`src/rtl/lease_l1_pkg.sv`:
```
package lease_l1_pkg;
  typedef struct packed {
    logic loadHit;
    logic loadMiss;
    logic storeAcc;
    logic fillDone;
  } l1_strobe_t;
endpackage

```
`src/rtl/lease_l1_expiry.sv`:
```
module lease_l1_expiry #(
  parameter int TS_W = 32
) (
  input  logic [TS_W-1:0] lease,
  input  logic [TS_W-1:0] now,
  output logic            live
);
  logic [TS_W-1:0] delta;
  // live when lease - now is a positive value in modular arithmetic
  assign delta = lease - now;
  assign live  = !delta[TS_W-1] && (delta != '0);
endmodule

```
`src/rtl/lease_l1_ctrl.sv`:
```
module lease_l1_ctrl
  import lease_l1_pkg::*;
(
  input  logic       clk,
  input  logic       rstN,
  input  logic       coreValid,
  input  logic       coreWe,
  input  logic       lineLive,
  input  logic       l2RspValid,
  output logic       coreReady,
  output l1_strobe_t strb
);
  typedef enum logic {ST_IDLE, ST_FILL} st_t;
  st_t stateQ;
  logic accept;

  assign coreReady = (stateQ == ST_IDLE);
  assign accept    = coreValid && coreReady;

  always_comb begin
    strb.loadHit  = accept && !coreWe && lineLive;
    strb.loadMiss = accept && !coreWe && !lineLive;
    strb.storeAcc = accept && coreWe;
    strb.fillDone = (stateQ == ST_FILL) && l2RspValid;
  end

  always_ff @(posedge clk or negedge rstN) begin
    if (!rstN) stateQ <= ST_IDLE;
    else if (strb.loadMiss) stateQ <= ST_FILL;
    else if (strb.fillDone) stateQ <= ST_IDLE;
  end
endmodule

```
`src/rtl/lease_l1_dp.sv`:
```
module lease_l1_dp
  import lease_l1_pkg::*;
#(
  parameter int ADDR_W = 16,
  parameter int DATA_W = 32,
  parameter int TS_W   = 32,
  parameter int SETS   = 16
) (
  input  logic              clk,
  input  logic              rstN,
  input  logic [TS_W-1:0]   globalTime,
  input  logic [ADDR_W-1:0] coreAddr,
  input  logic [DATA_W-1:0] coreWdata,
  input  logic [DATA_W-1:0] l2RspData,
  input  logic [TS_W-1:0]   l2RspLease,
  input  l1_strobe_t        strb,
  output logic              lineLive,
  output logic              coreRspValid,
  output logic [DATA_W-1:0] coreRspData,
  output logic              l2ReqValid,
  output logic              l2ReqWe,
  output logic [ADDR_W-1:0] l2ReqAddr,
  output logic [DATA_W-1:0] l2ReqWdata
);
  localparam int IDX_W = $clog2(SETS);
  localparam int TAG_W = ADDR_W - IDX_W;

  logic [SETS-1:0]   validQ;
  logic [TAG_W-1:0]  tagQ  [SETS];
  logic [DATA_W-1:0] dataQ [SETS];
  logic [TS_W-1:0]   tsQ   [SETS];

  logic [IDX_W-1:0]  reqIdx;
  logic [TAG_W-1:0]  reqTag;
  logic [ADDR_W-1:0] pendAddrQ;
  logic [IDX_W-1:0]  pendIdx;
  logic [TAG_W-1:0]  pendTag;
  logic              notExpired;

  assign reqIdx  = coreAddr[IDX_W-1:0];
  assign reqTag  = coreAddr[ADDR_W-1:IDX_W];
  assign pendIdx = pendAddrQ[IDX_W-1:0];
  assign pendTag = pendAddrQ[ADDR_W-1:IDX_W];

  lease_l1_expiry #(.TS_W(TS_W)) u_expiry (
    .lease(tsQ[reqIdx]),
    .now  (globalTime),
    .live (notExpired)
  );

  assign lineLive = validQ[reqIdx] && (tagQ[reqIdx] == reqTag) && notExpired;

  for (genvar s = 0; s < SETS; s++) begin : g_set
    logic selFill;
    logic selStore;
    assign selFill  = strb.fillDone && (pendIdx == IDX_W'(s));
    assign selStore = strb.storeAcc && lineLive && (reqIdx == IDX_W'(s));

    always_ff @(posedge clk or negedge rstN) begin
      if (!rstN) validQ[s] <= 1'b0;
      else if (selFill) validQ[s] <= 1'b1;
    end

    always_ff @(posedge clk) begin
      if (selFill) begin
        tagQ[s]  <= pendTag;
        tsQ[s]   <= l2RspLease;
        dataQ[s] <= l2RspData;
      end else if (selStore) begin
        dataQ[s] <= coreWdata;
      end
    end
  end

  always_ff @(posedge clk or negedge rstN) begin
    if (!rstN) begin
      pendAddrQ    <= '0;
      coreRspValid <= 1'b0;
      coreRspData  <= '0;
      l2ReqValid   <= 1'b0;
      l2ReqWe      <= 1'b0;
      l2ReqAddr    <= '0;
      l2ReqWdata   <= '0;
    end else begin
      coreRspValid <= strb.loadHit || strb.fillDone;
      if (strb.loadHit)       coreRspData <= dataQ[reqIdx];
      else if (strb.fillDone) coreRspData <= l2RspData;
      l2ReqValid <= strb.loadMiss || strb.storeAcc;
      if (strb.loadMiss || strb.storeAcc) begin
        l2ReqWe    <= strb.storeAcc;
        l2ReqAddr  <= coreAddr;
        l2ReqWdata <= coreWdata;
      end
      if (strb.loadMiss) pendAddrQ <= coreAddr;
    end
  end
endmodule

```
`src/rtl/lease_l1.sv`:
```
module lease_l1
  import lease_l1_pkg::*;
#(
  parameter int ADDR_W = 16,
  parameter int DATA_W = 32,
  parameter int TS_W   = 32,
  parameter int SETS   = 16
) (
  input  logic              clk,
  input  logic              rstN,
  input  logic [TS_W-1:0]   globalTime,
  input  logic              coreValid,
  input  logic              coreWe,
  input  logic [ADDR_W-1:0] coreAddr,
  input  logic [DATA_W-1:0] coreWdata,
  output logic              coreReady,
  output logic              coreRspValid,
  output logic [DATA_W-1:0] coreRspData,
  output logic              l2ReqValid,
  output logic              l2ReqWe,
  output logic [ADDR_W-1:0] l2ReqAddr,
  output logic [DATA_W-1:0] l2ReqWdata,
  input  logic              l2RspValid,
  input  logic [DATA_W-1:0] l2RspData,
  input  logic [TS_W-1:0]   l2RspLease
);
  l1_strobe_t strb;
  logic lineLive;

  lease_l1_ctrl u_ctrl (
    .clk       (clk),
    .rstN      (rstN),
    .coreValid (coreValid),
    .coreWe    (coreWe),
    .lineLive  (lineLive),
    .l2RspValid(l2RspValid),
    .coreReady (coreReady),
    .strb      (strb)
  );

  lease_l1_dp #(
    .ADDR_W(ADDR_W), .DATA_W(DATA_W), .TS_W(TS_W), .SETS(SETS)
  ) u_dp (
    .clk         (clk),
    .rstN        (rstN),
    .globalTime  (globalTime),
    .coreAddr    (coreAddr),
    .coreWdata   (coreWdata),
    .l2RspData   (l2RspData),
    .l2RspLease  (l2RspLease),
    .strb        (strb),
    .lineLive    (lineLive),
    .coreRspValid(coreRspValid),
    .coreRspData (coreRspData),
    .l2ReqValid  (l2ReqValid),
    .l2ReqWe     (l2ReqWe),
    .l2ReqAddr   (l2ReqAddr),
    .l2ReqWdata  (l2ReqWdata)
  );
endmodule

```
`config.mk`:
```
export PLATFORM = sky130hd
export DESIGN_NAME = lease_l1
export DESIGN_NICKNAME = d
export VERILOG_FILES = /design/src/rtl/lease_l1_pkg.sv /design/src/rtl/lease_l1_expiry.sv /design/src/rtl/lease_l1_ctrl.sv /design/src/rtl/lease_l1_dp.sv /design/src/rtl/lease_l1.sv
export SDC_FILE = /design/constraint.sdc
export NUM_CORES = 2
export LEC_CHECK = 0
export BUFFER_PORTS_ARGS = -buffer_cell sky130_fd_sc_hd__buf_2
export CORE_MARGIN = 2
export CORE_UTILIZATION = 40
export CTS_CLUSTER_DIAMETER = 150
export DETAILED_ROUTE_END_ITERATION = 8
export PLACE_DENSITY = 0.52
export SETUP_SLACK_MARGIN = 0.5
export SYNTH_ARGS = -nofsm -noshare
export SYNTH_HDL_FRONTEND = slang
export SYNTH_SLANG_ARGS = --single-unit
```
`constraint.sdc`:
```
create_clock -name clk -period 7.95 [get_ports clk]
set_input_delay 1.9875 -clock clk [delete_from_list [all_inputs] [get_ports clk]]
set_output_delay 1.9875 -clock clk [all_outputs]
set_load 0.05 [all_outputs]
```
Word-level counts from Yosys, hierarchy flattened
Memory sizes are Yosys's and may differ from the RTL's.
Index checks and enable logic that the tools add are counted.
- add/sub/neg operators: 1
- magnitude comparators: 1
- eq/ne operators: 31
- mux-type cells: 237
- bitwise gates (word level): 17
- reductions and logical operators: 97
- operators by type and width (kind ; number):
    $mux 32 ; 48
    $reduce_or 32->1 ; 30
    $mux 12 ; 15
    $mux 4 ; 45
    $reduce_or 12->1 ; 15
    $mux 1 ; 128
    $eq 4x4->1 const B ; 16
    $logic_and 1x1->1 ; 42
    $eq 4x3->1 const B ; 8
    $reduce_bool 32->1 ; 1
    $sub 32x32->32 ; 1
    $eq 4x2->1 const B ; 4
    $or 1x1->1 ; 16
    $eq 12x12->1 ; 1
    $eq 4x1->1 const B ; 2
    $logic_not 4->1 ; 2
    $lt 4x5->1 const B ; 1
    $bmux 1 s4 ; 1
    $reduce_bool 2->1 ; 2
    $logic_not 1->1 ; 3
    $logic_or 1x1->1 ; 2
    $not 1->1 ; 1
- flip-flop bits (word level): 116
- bits in writable memories: 1216
- input bits: 149
- output and inout bits: 84
- memories: 3
- memories (name ; words ; bits a word ; read ports ; clocked after Yosys merged registers in ; wr ports ; line ; RTL):
    u_dp.dataQ ; 16 ; 32 ; 1 ; 0 ; 1 ; lease_l1_dp.sv:30 ; logic [DATA_W-1:0] dataQ [SETS];
    u_dp.tsQ ; 16 ; 32 ; 1 ; 0 ; 1 ; lease_l1_dp.sv:31 ; logic [TS_W-1:0] tsQ [SETS];
    u_dp.tagQ ; 16 ; 12 ; 1 ; 0 ; 1 ; lease_l1_dp.sv:29 ; logic [TAG_W-1:0] tagQ [SETS];

Logic depth before layout (Yosys ltp)
An unclocked memory read counts as a cell.
- depth after elaboration: 27
- gate-level depth with buffers: 27
- mapped depth without buffers: 16

Modules after synthesis
Synthesis repeated with hierarchy kept, for this count alone.
- cell total of the unflattened synthesis: 3228
- area, all modules: 60207.7 µm²
- by module, submodules not included (module ; instances ; cells each ; area each (µm²) ; sequential area each (µm²)):
    lease_l1_dp ; 1 ; 2850 ; 57722.9 ; 39392.8
    lease_l1_expiry ; 1 ; 370 ; 2394.8 ; 0.0
    lease_l1_ctrl ; 1 ; 8 ; 90.1 ; 25.0

Worst setup path before layout
OpenSTA, ideal clock, no wires.
- path type: input to register
- start point: input port coreAddr[0]
- end point: memory u_dp.dataQ[9][0], enable pin
- setup time: 0.658 ns
- data arrival time: 8.910 ns
- data required time: 7.292 ns
- slack: -1.618 ns
- stages: 25
- cell sequence: buf_2 > buf_4 > buf_4 > buf_6 > buf_2 > buf_2 > buf_2 > buf_1 > mux4_2 > mux4_2 > ha_1 > buf_2 > a21o_1 > a31o_1 > o21bai_1 > nor3_1 > a211oi_1 > a2111oi_0 > o2111ai_1 > nor4_1 > nand3_1 > buf_6 > nand4_4 > buf_6 > o21ai_0
- longest elaborated chain between the ends: 27
- elaborated cells between the ends (all ways): 153
- classes of those cells: add/sub (1); eq/ne (16); mux (80); bitwise (16); reduce/logical (38); memory (2)
- ends and longest elaborated chain (what ; line ; RTL):
    start: declaration ; lease_l1.sv:14 ; input logic [ADDR_W-1:0] coreAddr,
    $mem_v2 16x32 ; n/a ;
    $sub 32x32->32 ; lease_l1_expiry.sv:10 ; assign delta = lease - now;
    $reduce_bool 32->1 or $logic_not 1->1 (tied branches) ; lease_l1_expiry.sv:11 ; assign live = !delta[TS_W-1] && (delta != '0);
    $logic_and 1x1->1 ; lease_l1_expiry.sv:11 ;
    $logic_and 1x1->1 ; lease_l1_dp.sv:51 ; assign lineLive = validQ[reqIdx] && (tagQ[reqIdx] == reqTag) && notExpired;
    $logic_and 1x1->1 (2 in a row) ; lease_l1_dp.sv:57 ; assign selStore = strb.storeAcc && lineLive && (reqIdx == IDX_W'(s));
    $mux 1 ; lease_l1_dp.sv:69 ; end else if (selStore) begin
    $mux 1 ; lease_l1_dp.sv:65 ; if (selFill) begin
    $mux 1 (not written as such) ; lease_l1_dp.sv:70 ; dataQ[s] <= coreWdata;
    $or 1x1->1 (no source line) ; n/a ;
    $reduce_or 32->1 (no source line) ; n/a ;
    $mux 4 (no source line) or $mux 1 (tied branches) (15 in a row) ; n/a ;
    end: declaration ; lease_l1_dp.sv:30 ;
Parallel ways exist; a longest one is shown, timed or not. The select of a mux whose other input is x is not followed.

Final worst setup path
- start point: input port coreAddr[0]
- end point: register u_dp.coreRspData[31]
- longest elaborated chain between the ends: 7
- elaborated cells between the ends (all ways): 15
- classes of those cells: add/sub (1); eq/ne (1); mux (3); reduce/logical (7); memory (3)
- ends and longest elaborated chain (what ; line ; RTL):
    $mem_v2 16x32 ; n/a ;
    $sub 32x32->32 ; lease_l1_expiry.sv:10 ;
    $reduce_bool 32->1 or $logic_not 1->1 (tied branches) ; lease_l1_expiry.sv:11 ;
    $logic_and 1x1->1 ; lease_l1_expiry.sv:11 ;
    $logic_and 1x1->1 ; lease_l1_dp.sv:51 ;
    $logic_and 1x1->1 ; lease_l1_ctrl.sv:21 ; strb.loadHit = accept && !coreWe && lineLive;
    $mux 32 or $reduce_bool 2->1 (tied branches) ; n/a ;
    end signal: assignment ; lease_l1_dp.sv:86 ; if (strb.loadHit) coreRspData <= dataQ[reqIdx];
    end signal: assignment ; lease_l1_dp.sv:87 ; else if (strb.fillDone) coreRspData <= l2RspData;
    end: declaration ; lease_l1_dp.sv:19 ; output logic [DATA_W-1:0] coreRspData,
Parallel ways exist; a longest one is shown, timed or not. The select of a mux whose other input is x is not followed.
A chain may end at the register's enable or synchronous reset.

==> flow_metrics.env <==
export IMPL_power_density_nw_per_um2=240
export IMPL_syn_to_final_growth_pct=15.2
export IMPL_fin_crit_sh_pct=90.4
export IMPL_slowest_stage="or4_1"
export IMPL_synth_async_sr_flop_share_pct=8.71
export IMPL_regArea_sq_um=39400
export IMPL_overflow=0
export IMPL_h_tree_depth=4
export IMPL_synth_main_ff_cell="edfxtp_1"
export IMPL_hold_viol_final=0
export IMPL_hpwlAfterDp_um=98100
export IMPL_synthTopCellsByArea="edfxtp_1, mux4_2, mux2_4"
export IMPL_rsz0062_at_grt="false"
export IMPL_cts_root_buf="clkbuf_16"
export IMPL_pin_count=233
export IMPL_worst_pin_slew_ns=1.21
export IMPL_synth_warnings=0
export IMPL_antenna_found_initial=18
export IMPL_grt_use_total_pct=21.6
export IMPL_fp_row_count=143
export IMPL_worstPathRequired_ns=8.61
export IMPL_layout_commonest_cell="edfxtp_1"
export IMPL_crit_buf_inv=3
export IMPL_synth_cells=3160
export IMPL_dr_pass1_iters=5
export IMPL_postRouteAntennaNets=0
export IMPL_die_h_um=396
export IMPL_synth_top_area_share_pct=59.5
export IMPL_hp_class="flip-flop to flip-flop"
export IMPL_post_cts_resized=0
export IMPL_start_util_pct=40.3
export IMPL_final_cell_mix="edfxtp_1, mux4_2, mux2_4"
export IMPL_clk_latency_ns=0.78
export IMPL_peakVddDrop_mv=0.172
export IMPL_drive_gt1_share_pct=45.0
export IMPL_drc=0
export IMPL_cts_setup_buffers=0
export IMPL_slew_headroom_pct=18.9
export IMPL_critical_path_cell_chain="buf_8 -> buf_12 -> mux4_2 -> mux4_2 -> ha_1 -> a21oi_1 -> o21ai_1 -> a221oi_2 -> o21a_1 -> a41oi_1 -> xnor2_1 -> or4_1 -> a41oi_4 -> a21oi_4 -> buf_12 -> a211o_2"
export IMPL_yosysTopAreaCell="edfxtp_1"
export IMPL_skew_ns=0.0281
export IMPL_critPathTopFamily="compound AO/OA/AOI/OAI gates"
export IMPL_die_area_sq_um=157000
export IMPL_worst_slack_ns=0.761
export IMPL_finalSetupViolCount=0
export IMPL_dieWidth_um=396
export IMPL_fillers=12842
export IMPL_clock_sinks=1332
export IMPL_drtIter0Drc=2676
export IMPL_synth_seq_cells=1332
export IMPL_status="completed"
export IMPL_grt_max_degree=88
export IMPL_cap_viol_max_count=0
export IMPL_stdcell_area_sq_um=70700
export IMPL_slew_viol_final=0
export IMPL_fin_nets=3613
export IMPL_total_power_mw=17.0
export IMPL_syn_avg_cell_area_sq_um=19.4
export IMPL_tritoncts="yes"
export IMPL_synthesis_area_sq_um=61300
export IMPL_io_buffers=232
export IMPL_synth_edff_count=1216
export IMPL_vias_per_cell=5.74
export IMPL_place_ws_ns=-0.0403
export IMPL_cp_max_fo=33
export IMPL_crit_type="primary input to flip-flop"
export IMPL_ctsHoldBuffers=0
export IMPL_grt_first_pass_wirelength_um=244000
export IMPL_gp_congestion=0.918
export IMPL_core_sq_um=152000
export IMPL_multi_input_area_sq_um=20600
export IMPL_cts_buffers=151
export IMPL_achievable_frequency_ghz=0.139
export IMPL_ys_seq_area_share_pct=64.3
export IMPL_synth_nets=3341
export IMPL_end_kind="flip-flop"
export IMPL_wirelength_um=169000
export IMPL_critPathArrivalTime_ns=7.85
export IMPL_worst_r2r_setup_slack_ns=2.27
export IMPL_grt_pass1_vias=34079
export IMPL_slowest_delay_ns=0.76
export IMPL_clk_pin_slew_ns=0.06
export IMPL_p_leak_nw=25.2
export IMPL_vias=32063
export IMPL_fin_crit_ns=7.19
export IMPL_place_area_sq_um=65700
export IMPL_routedWlPerCell_um=30.2
export IMPL_yosysUniqueCellTypes=94
export IMPL_startpoint_type="primary input"
export IMPL_clockBufferDepth=3
cell usage after synthesis (5+ instances only):
library cell	number
or3_1	7
inv_1	53
edfxtp_1	1216
a21o_1	9
xnor2_1	19
or2_2	21
and4_1	8
nand2_1	44
nand4_1	13
a211oi_1	13
nand2b_1	10
clkbuf_1	140
o21a_1	9
nor2b_1	8
nand3_1	11
nand4_4	8
xor2_1	9
a21oi_1	41
o211ai_1	7
and3_1	65
mux2_2	269
nor3_1	18
o21ai_1	5
mux4_1	29
a211o_1	33
mux2_4	299
ha_1	31
mux4_2	344
mux2_1	9
buf_1	15
buf_6	38
nor2_1	43
mux2i_1	25
buf_12	9
buf_2	42
o21ai_0	30
dfrtp_1	116
state kept, by name (all words and copies together), names as in the netlist:
signal             cells
u_dp.coreRspValid      1
u_dp.pendAddrQ        16
u_dp.l2ReqAddr        16
u_dp.tsQ             512
u_dp.l2ReqValid        1
u_ctrl.stateQ          1
u_dp.coreRspData      32
u_dp.l2ReqWdata       32
u_dp.dataQ           512
u_dp.validQ           16
u_dp.l2ReqWe           1
u_dp.tagQ            192
worst register-to-register path, cell delays in order, from the launching register on:
cell      delay [ns]
edfxtp_1        0.36
mux4_2          0.48
mux4_2          0.53
ha_1            0.43
a21oi_1         0.38
o21ai_1         0.20
a221oi_2        0.39
o21a_1          0.18
a41oi_1         0.30
xnor2_1         0.32
or4_1           0.76
a41oi_4         0.49
a21oi_4         0.12
buf_12          0.22
a211o_2         0.39
layer usage:
metal / part of all wire [%] / vias to the layer above / wire length (um) / GRT usage [%]
li1: - / 13515 / - / -
met1: 42 / 17346 / 71200 / 28.8
met2: 50 / 934 / 85000 / 36.7
met3: 5.4 / 252 / 9190 / 3.75
met4: 2.0 / 16 / 3410 / 5.09
met5: 0.063 / - / 106 / 0
metrics by stage:
stage          setup TNS (ns)  util, %  hold WS (ns)  cells
4_1_cts                     0     46.5         0.466   5585
3_3_place_gp         -0.00636     43.2         0.443   5309
5_1_grt                     0     46.5         0.476   5585
2_1_floorplan               0        -         0.429   3160
3_5_place_dp           -0.148     43.2         0.445   5309
6_report                    0     46.5         0.465   5588
logic make-up after synthesis:
group                    count (synthesis)  share of synthesized area (%)
adder cells (fa/ha/maj)                 32                          0.665
flip-flops                            1332                           64.3
buffers and inverters                  302                           2.68
AND/OR/NAND/NOR                        293                           2.93
AO/OA/AOI/OAI                          198                           2.37
XOR/XNOR                                28                          0.400
multiplexers                           975                           26.7
layout make-up:
cell class	count	area share (%)
clock buffer	203	5.81
tap	2030	3.59
multi-input combinational	1526	29.2
sequential	1332	55.8
inverter	53	0.281
timing repair buffer	368	4.15
clock inverter	73	1.21
antenna	3	0.0106
path summary, 6_finish.rpt:
path,startpoint,endpoint,cells past startpoint
max,coreAddr[0],u_dp.coreRspData[31]$_DFFE_PN0P_,16
min,u_dp.validQ[9]$_DFFE_PN0P_,u_dp.validQ[9]$_DFFE_PN0P_,1
max reg2reg,u_dp.tsQ[11][16]$_DFFE_PP_,u_dp.coreRspData[31]$_DFFE_PN0P_,14
min reg2reg,u_dp.validQ[9]$_DFFE_PN0P_,u_dp.validQ[9]$_DFFE_PN0P_,1
max in group asynchronous,rstN,u_dp.l2ReqAddr[7]$_DFFE_PN0P_,2
min in group asynchronous,rstN,u_dp.l2ReqWdata[8]$_DFFE_PN0P_,1
where the power goes:
part           internal (mW)  total [mW]  switching [mW]  leakage [nW]
clock                   4.11        6.95            2.84          2.42
sequential              7.94        8.10           0.159          12.3
combinational          0.765        1.93            1.17          10.4
Power figures use the tool's default switching activity.
